===== src/rtl/entcol_pkg.sv =====
package entcol_pkg;
  localparam int unsigned BUS_AW = 8;
  localparam int unsigned BUS_DW = 32;
  localparam logic [BUS_AW-1:0] REG_STATUS = 8'h09;
  localparam logic [BUS_AW-1:0] REG_WORD   = 8'h20;

  typedef struct packed {
    logic grp_a;
    logic grp_b;
  } pair_t;
endpackage


===== src/rtl/entcol_sync_fold.sv =====
module entcol_sync_fold #(
  parameter int unsigned WIDTH = 16
) (
  input  logic             clk,
  input  logic             rst_n,
  input  logic [WIDTH-1:0] raw,
  output logic             folded
);
  logic [WIDTH-1:0] meta_q;
  logic [WIDTH-1:0] stab_q;

  always_ff @(posedge clk or negedge rst_n) begin
    if (!rst_n) begin
      meta_q <= '0;
      stab_q <= '0;
    end else begin
      meta_q <= raw;
      stab_q <= meta_q;
    end
  end

  assign folded = ^stab_q;
endmodule


===== src/rtl/entcol_timer.sv =====
module entcol_timer #(
  parameter int unsigned INTERVAL = 4096
) (
  input  logic clk,
  input  logic rst_n,
  output logic tick
);
  localparam int unsigned CNT_W = (INTERVAL > 1) ? $clog2(INTERVAL) : 1;
  localparam logic [CNT_W-1:0] LAST = CNT_W'(INTERVAL - 1);

  logic [CNT_W-1:0] cnt_q;
  logic [CNT_W-1:0] cnt_d;

  always_comb begin
    tick  = (cnt_q == LAST);
    cnt_d = tick ? '0 : cnt_q + 1'b1;
  end

  always_ff @(posedge clk or negedge rst_n) begin
    if (!rst_n) cnt_q <= '0;
    else        cnt_q <= cnt_d;
  end
endmodule


===== src/rtl/entcol_collector.sv =====
module entcol_collector
  import entcol_pkg::*;
#(
  parameter int unsigned WORD_W = 32,
  parameter int unsigned THRESH = 64
) (
  input  logic              clk,
  input  logic              rst_n,
  input  logic              tick,
  input  pair_t             fold_in,
  input  logic              clr,
  output logic [WORD_W-1:0] word,
  output logic              ready,
  output logic              shift_en
);
  localparam int unsigned CNT_W = $clog2(THRESH + 1);
  localparam logic [CNT_W-1:0] CNT_MAX = CNT_W'(THRESH);
  localparam logic [CNT_W-1:0] CNT_ONE = CNT_W'(1);

  pair_t             samp_q, samp_d;
  logic              vld_q;
  logic              phase_q, phase_d;
  logic              first_q, first_d;
  logic              pair_fold, new_bit;
  logic [WORD_W-1:0] word_q, word_d;
  logic [CNT_W-1:0]  cnt_q, cnt_d;
  logic              ready_q, ready_d;

  always_comb begin
    samp_d    = tick ? fold_in : samp_q;
    pair_fold = samp_q.grp_a ^ samp_q.grp_b;
    shift_en  = vld_q & phase_q;
    phase_d   = vld_q ? ~phase_q : phase_q;
    first_d   = (vld_q & ~phase_q) ? pair_fold : first_q;
    new_bit   = first_q ^ pair_fold;
    word_d    = shift_en ? {word_q[WORD_W-2:0], new_bit} : word_q;
    if (clr) begin
      cnt_d = shift_en ? CNT_ONE : '0;
    end else if (shift_en && (cnt_q != CNT_MAX)) begin
      cnt_d = cnt_q + 1'b1;
    end else begin
      cnt_d = cnt_q;
    end
    ready_d = (cnt_d == CNT_MAX);
  end

  always_ff @(posedge clk or negedge rst_n) begin
    if (!rst_n) begin
      samp_q  <= '0;
      vld_q   <= 1'b0;
      phase_q <= 1'b0;
      first_q <= 1'b0;
      word_q  <= '0;
      cnt_q   <= '0;
      ready_q <= 1'b0;
    end else begin
      samp_q  <= samp_d;
      vld_q   <= tick;
      phase_q <= phase_d;
      first_q <= first_d;
      word_q  <= word_d;
      cnt_q   <= cnt_d;
      ready_q <= ready_d;
    end
  end

  assign word  = word_q;
  assign ready = ready_q;
endmodule


===== src/rtl/entropy_collector.sv =====
module entropy_collector
  import entcol_pkg::*;
#(
  parameter int unsigned SAMPLE_INTERVAL = 4096,
  parameter int unsigned GROUP_WIDTH     = 16,
  parameter int unsigned READY_THRESHOLD = 64
) (
  input  logic                   clk,
  input  logic                   rst_n,
  input  logic [GROUP_WIDTH-1:0] osc_grp_a,
  input  logic [GROUP_WIDTH-1:0] osc_grp_b,
  input  logic                   bus_cs,
  input  logic                   bus_we,
  input  logic [BUS_AW-1:0]      bus_addr,
  output logic [BUS_DW-1:0]      bus_rdata
);
  localparam int unsigned N_GROUPS = 2;

  logic [N_GROUPS-1:0][GROUP_WIDTH-1:0] osc_arr;
  logic [N_GROUPS-1:0]                  folded;
  pair_t                                fold_pair;
  logic                                 sample_tick;
  logic                                 shift_en;
  logic                                 ready_flag;
  logic [BUS_DW-1:0]                    coll_word;
  logic                                 rd_en, rd_word, rd_status;

  assign osc_arr[0] = osc_grp_a;
  assign osc_arr[1] = osc_grp_b;

  for (genvar g = 0; g < N_GROUPS; g++) begin : g_grp
    entcol_sync_fold #(.WIDTH(GROUP_WIDTH)) u_fold (
      .clk    (clk),
      .rst_n  (rst_n),
      .raw    (osc_arr[g]),
      .folded (folded[g])
    );
  end

  assign fold_pair.grp_a = folded[0];
  assign fold_pair.grp_b = folded[1];

  entcol_timer #(.INTERVAL(SAMPLE_INTERVAL)) u_timer (
    .clk   (clk),
    .rst_n (rst_n),
    .tick  (sample_tick)
  );

  always_comb begin
    rd_en     = bus_cs & ~bus_we;
    rd_word   = rd_en & (bus_addr == REG_WORD);
    rd_status = rd_en & (bus_addr == REG_STATUS);
  end

  entcol_collector #(.WORD_W(BUS_DW), .THRESH(READY_THRESHOLD)) u_coll (
    .clk      (clk),
    .rst_n    (rst_n),
    .tick     (sample_tick),
    .fold_in  (fold_pair),
    .clr      (rd_word),
    .word     (coll_word),
    .ready    (ready_flag),
    .shift_en (shift_en)
  );

  always_comb begin
    bus_rdata = '0;
    if (rd_status)    bus_rdata[0] = ready_flag;
    else if (rd_word) bus_rdata    = coll_word;
  end
endmodule


===== config.mk =====
export PLATFORM = sky130hd
export DESIGN_NAME = entropy_collector
export DESIGN_NICKNAME = d
export VERILOG_FILES = /design/src/rtl/entcol_pkg.sv /design/src/rtl/entcol_sync_fold.sv /design/src/rtl/entcol_timer.sv /design/src/rtl/entcol_collector.sv /design/src/rtl/entropy_collector.sv
export SDC_FILE = /design/constraint.sdc
export NUM_CORES = 1
export LEC_CHECK = 0
export BUFFER_PORTS_ARGS = -buffer_cell sky130_fd_sc_hd__buf_2
export CORE_MARGIN = 4
export CORE_UTILIZATION = 40
export DETAILED_ROUTE_END_ITERATION = 6
export GPL_ROUTABILITY_DRIVEN = 0
export PLACE_DENSITY = 0.56
export RECOVER_POWER = 100
export SYNTH_ARGS = -nofsm -noshare
export SYNTH_HDL_FRONTEND = slang
export SYNTH_SLANG_ARGS = --single-unit

===== constraint.sdc =====
create_clock -name clk -period 2.91 [get_ports clk]
set_input_delay 0.4365 -clock clk [delete_from_list [all_inputs] [get_ports clk]]
set_output_delay 0.4365 -clock clk [all_outputs]
set_load 0.01 [all_outputs]

---- Word-level counts from Yosys, hierarchy flattened ----
Cells that the tools add are included.
Widths: inputs -> output; s select.
storage, ports and cells
  memories kept ........................... 0
  latch bits .............................. 0
  flip-flop bits (word level) ............. 121
  memory bits (writable) .................. 0
  output and inout port bits .............. 32
  bits in read-only memories .............. 0
  input port bits ......................... 44
  word-level logic and storage cells ...... 39
cells by class
  equal/unequal tests ..................... 5
  shift-type cells ........................ 0
  reductions and logical operators ........ 3
  bitwise gates (word level) .............. 9
  mux-type cells .......................... 7
  add/sub/neg operators ................... 2
  multipliers ............................. 0
  order comparisons ....................... 0
  div/mod/pow operators ................... 0
operators with widths
  kind                   count
  $mux 32                1
  $reduce_xor 16->1      2
  $mux 31                1
  $mux 7                 2
  $add 12x1->12 const B  1
  $eq 12x12->1 const B   1
  $mux 12                1
  $eq 8x4->1 const B     1
  $eq 8x6->1 const B     1
  $add 7x1->7 const B    1
  $eq 7x7->1 const B     1
  $ne 7x7->1 const B     1
  $and 1x1->1            5
  $mux 1                 2
  $not 1->1              2
  $xor 1x1->1            2
  $logic_and 1x1->1      1

---- Logic depth before layout (Yosys ltp) ----
  word-level depth ........................ 5
  depth in mapped cells ................... 7
  mapped depth without buffers ............ 6

---- Modules after synthesis ----
Synthesis repeated with hierarchy kept, for this count alone.
second synthesis, totals
  cells, all modules ...................... 364
  area total of the unflattened synthesis .. 4,988.5 µm²
by module, submodules not included
  module             times used  area each (µm²)  cells each  seq. area each (µm²)
  entcol_collector   1           1,889.3          138         1,126.1
  entcol_sync_fold   2           932.1            47          800.8
  entropy_collector  1           650.6            81          0.0
  entcol_timer       1           584.3            51          300.3

---- Worst setup path after synthesis ----
Ideal clock, no wire load.
  path kind ............................... in2out
  start point ............................. input bus_addr[2]
  end point ............................... output bus_rdata[27]
  setup slack ............................. 0.946 ns
  arrival time ............................ 1.528 ns
  stages on the path ...................... 5
  path buffers ............................ 2
  data required time ...................... 2.474 ns
  cells stage by stage .................... nor4_1 -> and3_1 -> clkbuf_1 -> clkbuf_1 -> and2_1
on the way
  longest elaborated chain between the ends .. 4
ends and longest elaborated chain
  item         RTL line                 source
  from (decl)  entropy_collector.sv:14  input logic [BUS_AW-1:0] bus_addr,
  $eq 8x6->1   entropy_collector.sv:51  rd_word = rd_en & (bus_addr == REG_WORD);
  $and 1x1->1  entropy_collector.sv:51
  $mux 32      entropy_collector.sv:69  else if (rd_word) bus_rdata = coll_word;
  $mux 31 (*)  entropy_collector.sv:68  if (rd_status) bus_rdata[0] = ready_flag;
  to (decl)    entropy_collector.sv:15  output logic [BUS_DW-1:0] bus_rdata
Mark *: on every way between the ends. The rest lies on a longest branch, timed or not.

---- Final worst setup path ----
  start point ............................. register u_coll.cnt_q[4]
  end point ............................... register u_coll.ready_q (netlist: u_coll.ready)
on the way
  longest elaborated chain between the ends .. 5
ends and longest elaborated chain
  item                                                 RTL line                source
  from (decl)                                          entcol_collector.sv:26  logic [CNT_W-1:0] cnt_q, cnt_d;
  from (signal assigned)                               entcol_collector.sv:62  cnt_q <= cnt_d;
  branches (longest 2 deep; another with $add 7x1->7)  -
  $mux 7 (*)                                           entcol_collector.sv:39  end else if (shift_en && (cnt_q != CNT_MAX)) begin
  $mux 7 (*)                                           entcol_collector.sv:37  if (clr) begin
  $eq 7x7->1 (*)                                       entcol_collector.sv:44  ready_d = (cnt_d == CNT_MAX);
  via u_coll.ready_d                                   entcol_collector.sv:27  logic ready_q, ready_d;
  to (signal assigned)                                 entcol_collector.sv:63  ready_q <= ready_d;
  to (decl)                                            entcol_collector.sv:27
Mark *: on every way through the listed nets, which the timed path passes.
A chain may end at the register's enable or synchronous reset.

==> metrics <==
Worst Setup Start Kind=register; worst rel slew slack=0.200; Sw Share=0.235; Post-synth ARST share=1.00; io pins=76; DRC Markers=0; post-synth cell types=38; Final min period=2150 ps; post-DR wirelength/cell=11.9 um; Initial DRC Count=67; Top FF cell, synth=dfrtp_1; final instance area=5550 um2; power density over cell area=699 nW/um2; met3 routed WL=401 um; Max-cap violations=0; WP data required=3210 ps; final hold violations=0; Syn Area/Cell=14.0 um2; R2R depth=5; RSZ-0062 raised after global routing=no; Root Buffer=clkbuf_16; Clock Latency Late Sink=400 ps; clk slew on worst S/H paths=60 ps; Routed WL=6720 um; Finish-stage setup viols=0; Final Util=0.507; Final Skew=14.2 ps; initial antenna violation count=0; layout cells sized above 1=0.222; Max clock buf depth=2; syn nets=368; Inserted Diodes=0; largest cells by area after synthesis=dfrtp_1 (67%), xnor2_1 (6.6%), mux2_1 (6.5%); Leak=2.66 nW; fmax=465 MHz; Setup Buffers After CTS=0; uppermost layer routed=met4; most frequent cells in the layout=dfrtp_1 (121), buf_2 (51), xnor2_1 (34); Fillers=998; non-filler cells, final=564; Syn Inst Count=321; Synth top area share=0.673; switching power=0.910 mW; register share of total power=0.452; crit path DAT=2460 ps; port bufs=75; routed vias/inst=4.39; FF-to-FF Start=u_coll.cnt_q[4]; most common cell after layout, fill and taps aside=dfrtp_1; Final Cycle Share=0.740; vias in the first global route=2594; grt total ovfl=0; worst setup path category=reg -> reg; area grow syn2layout=23.3%; CTS tree=yes; CTS Sinks=121; NumNets Final=458; largest net degree at the start of global routing=52; Worst Setup SP=u_coll.cnt_q[4]; IR drop worst, VDD=0.608 mV; count of flip-flops with a built-in enable after synthesis=0; Row Count=38; die height=114 um; FF+latch count, synth=121; DP HPWL=4510 um; Ys Warns=0; Worst-Margin Slew=1200 ps; first-pass GRT wire length=11600 um; Die Area=13000 um2; DR pass1 iterations=4; Area after DPL=5050 um2; Starting Density=0.411; WL met2=3190 um; Final Max Tran Viols=0; All-Layer GR Usage=0.113; core footprint=10900 um2; M1 WL=3020 um; status=finished clean; Syn Std Cell Area=4500 um2; post-route setup TNS=0 ps; R2R Path End=u_coll.ready; register area share after synthesis=0.673; Post-CTS Hold Buffers=0; die width=114 um; clock share of power=0.504; via count=2478; critical path capture point=u_coll.ready; CP max FO=5; Worst Hold Class=in -> reg; H-tree levels=4; crit path capture type=register; internal power=2.97 mW; Antenna Violating Nets Remaining=0; leading area contributor after synthesis=dfrtp_1; combinational power share=0.044; dpl cells=532; post_cts resized=0; Register-to-Register Setup Slack=760 ps; total CTS buffers=17
-- layer usage --
metal | global-route usage | up-vias
li1 | - | 1249
met1 | 0.140 | 1158
met2 | 0.180 | 62
met3 | 0.0418 | 9
met4 | 0.0475 | 0
met5 | 0 | -
-- state kept, by name (all words and copies together) (netlist names) --
| name | flops |
|---|---|
| u_coll.word | 32 |
| u_coll.vld_q | 1 |
| u_coll.phase_q | 1 |
| g_grp.u_fold.meta_q | 32 |
| u_coll.ready | 1 |
| u_coll.first_q | 1 |
| u_coll.samp_q | 2 |
| u_timer.cnt_q | 12 |
| g_grp.u_fold.stab_q | 32 |
| u_coll.cnt_q | 7 |
-- cell families (layout without fill, tap and decap cells) --
family	after synthesis	after routing	share of synthesized area
muxes	31	31	0.0776
DFF	121	121	0.673
AOI/OAI and AO/OA	17	17	0.0239
and+or+nand+nor	89	89	0.115
adders and majority gates	3	3	0.00834
xor gates and xnor gates	46	46	0.0895
buffers and inverters	14	117	0.0128
-- stage by stage --
step / hold WS, ps / worst slack [ps] / power [mW]
6_report: 134 / 757 / 3.88
5_1_grt: 112 / 586 / 4.04
4_1_cts: 51.1 / 772 / 3.94
3_5_place_dp: 335 / 776 / 1.96
3_3_place_gp: 335 / 810 / 1.96
2_1_floorplan: 141 / 946 / 1.88
-- worst min path at each step --
stage                              start                         end  slack [ps]  depth (start not counted)
3_3_place_gp   g_grp[1].u_fold.meta_q[8]   g_grp[1].u_fold.stab_q[8]         330                          0
3_5_place_dp   g_grp[0].u_fold.meta_q[5]   g_grp[0].u_fold.stab_q[5]         330                          0
2_1_floorplan                      rst_n   g_grp[0].u_fold.meta_q[0]         140                          0
4_1_cts                            rst_n             u_coll.cnt_q[2]          50                          1
6_report                   osc_grp_b[10]  g_grp[1].u_fold.meta_q[10]         130                          1
5_1_grt                     osc_grp_a[1]   g_grp[0].u_fold.meta_q[1]         110                          1
-- power by group through the flow --
| stage | clock network, mW | logic [mW] | registers, mW |
|---|---|---|---|
| CTS | 2.01 | 0.178 | 1.75 |
| floorplan | 0 | 0.102 | 1.78 |
| detailed placement | 0 | 0.178 | 1.79 |
| global placement | 0 | 0.176 | 1.78 |
| global route | 2.09 | 0.192 | 1.76 |
| finish | 1.95 | 0.169 | 1.75 |
-- final cells by class --
type / instances / area (um2) / area share
multi-input cells: 186 / 1380 / 0.249
repair buffers: 80 / 378 / 0.0681
inverters: 5 / 18.8 / 0.00338
flip-flops and latches: 121 / 3030 / 0.546
clock buffers: 18 / 439 / 0.0792
well taps: 140 / 175 / 0.0316
clock inverters: 14 / 128 / 0.0230
-- cells in the mapped netlist (3+ instances only) --
| master | instances |
|---|---|
| a21oi_1 | 6 |
| and3_1 | 3 |
| nor2_1 | 16 |
| mux2_1 | 26 |
| nand3_1 | 7 |
| mux2_2 | 5 |
| nor3_1 | 3 |
| inv_1 | 5 |
| nand2_1 | 13 |
| buf_2 | 4 |
| xnor2_1 | 34 |
| dfrtp_1 | 121 |
| and2_1 | 31 |
| clkbuf_1 | 4 |
| ha_1 | 3 |
| xor2_1 | 12 |
| o21ai_0 | 3 |
-- critical path: stages (launching register included) --
cell	delay, ps
dfrtp_1	420
nor4_1	580
a31oi_1	280
nor2b_1	220
o32a_1	350
nor3_1	220
No activity file was read; power rests on OpenSTA's default activity.
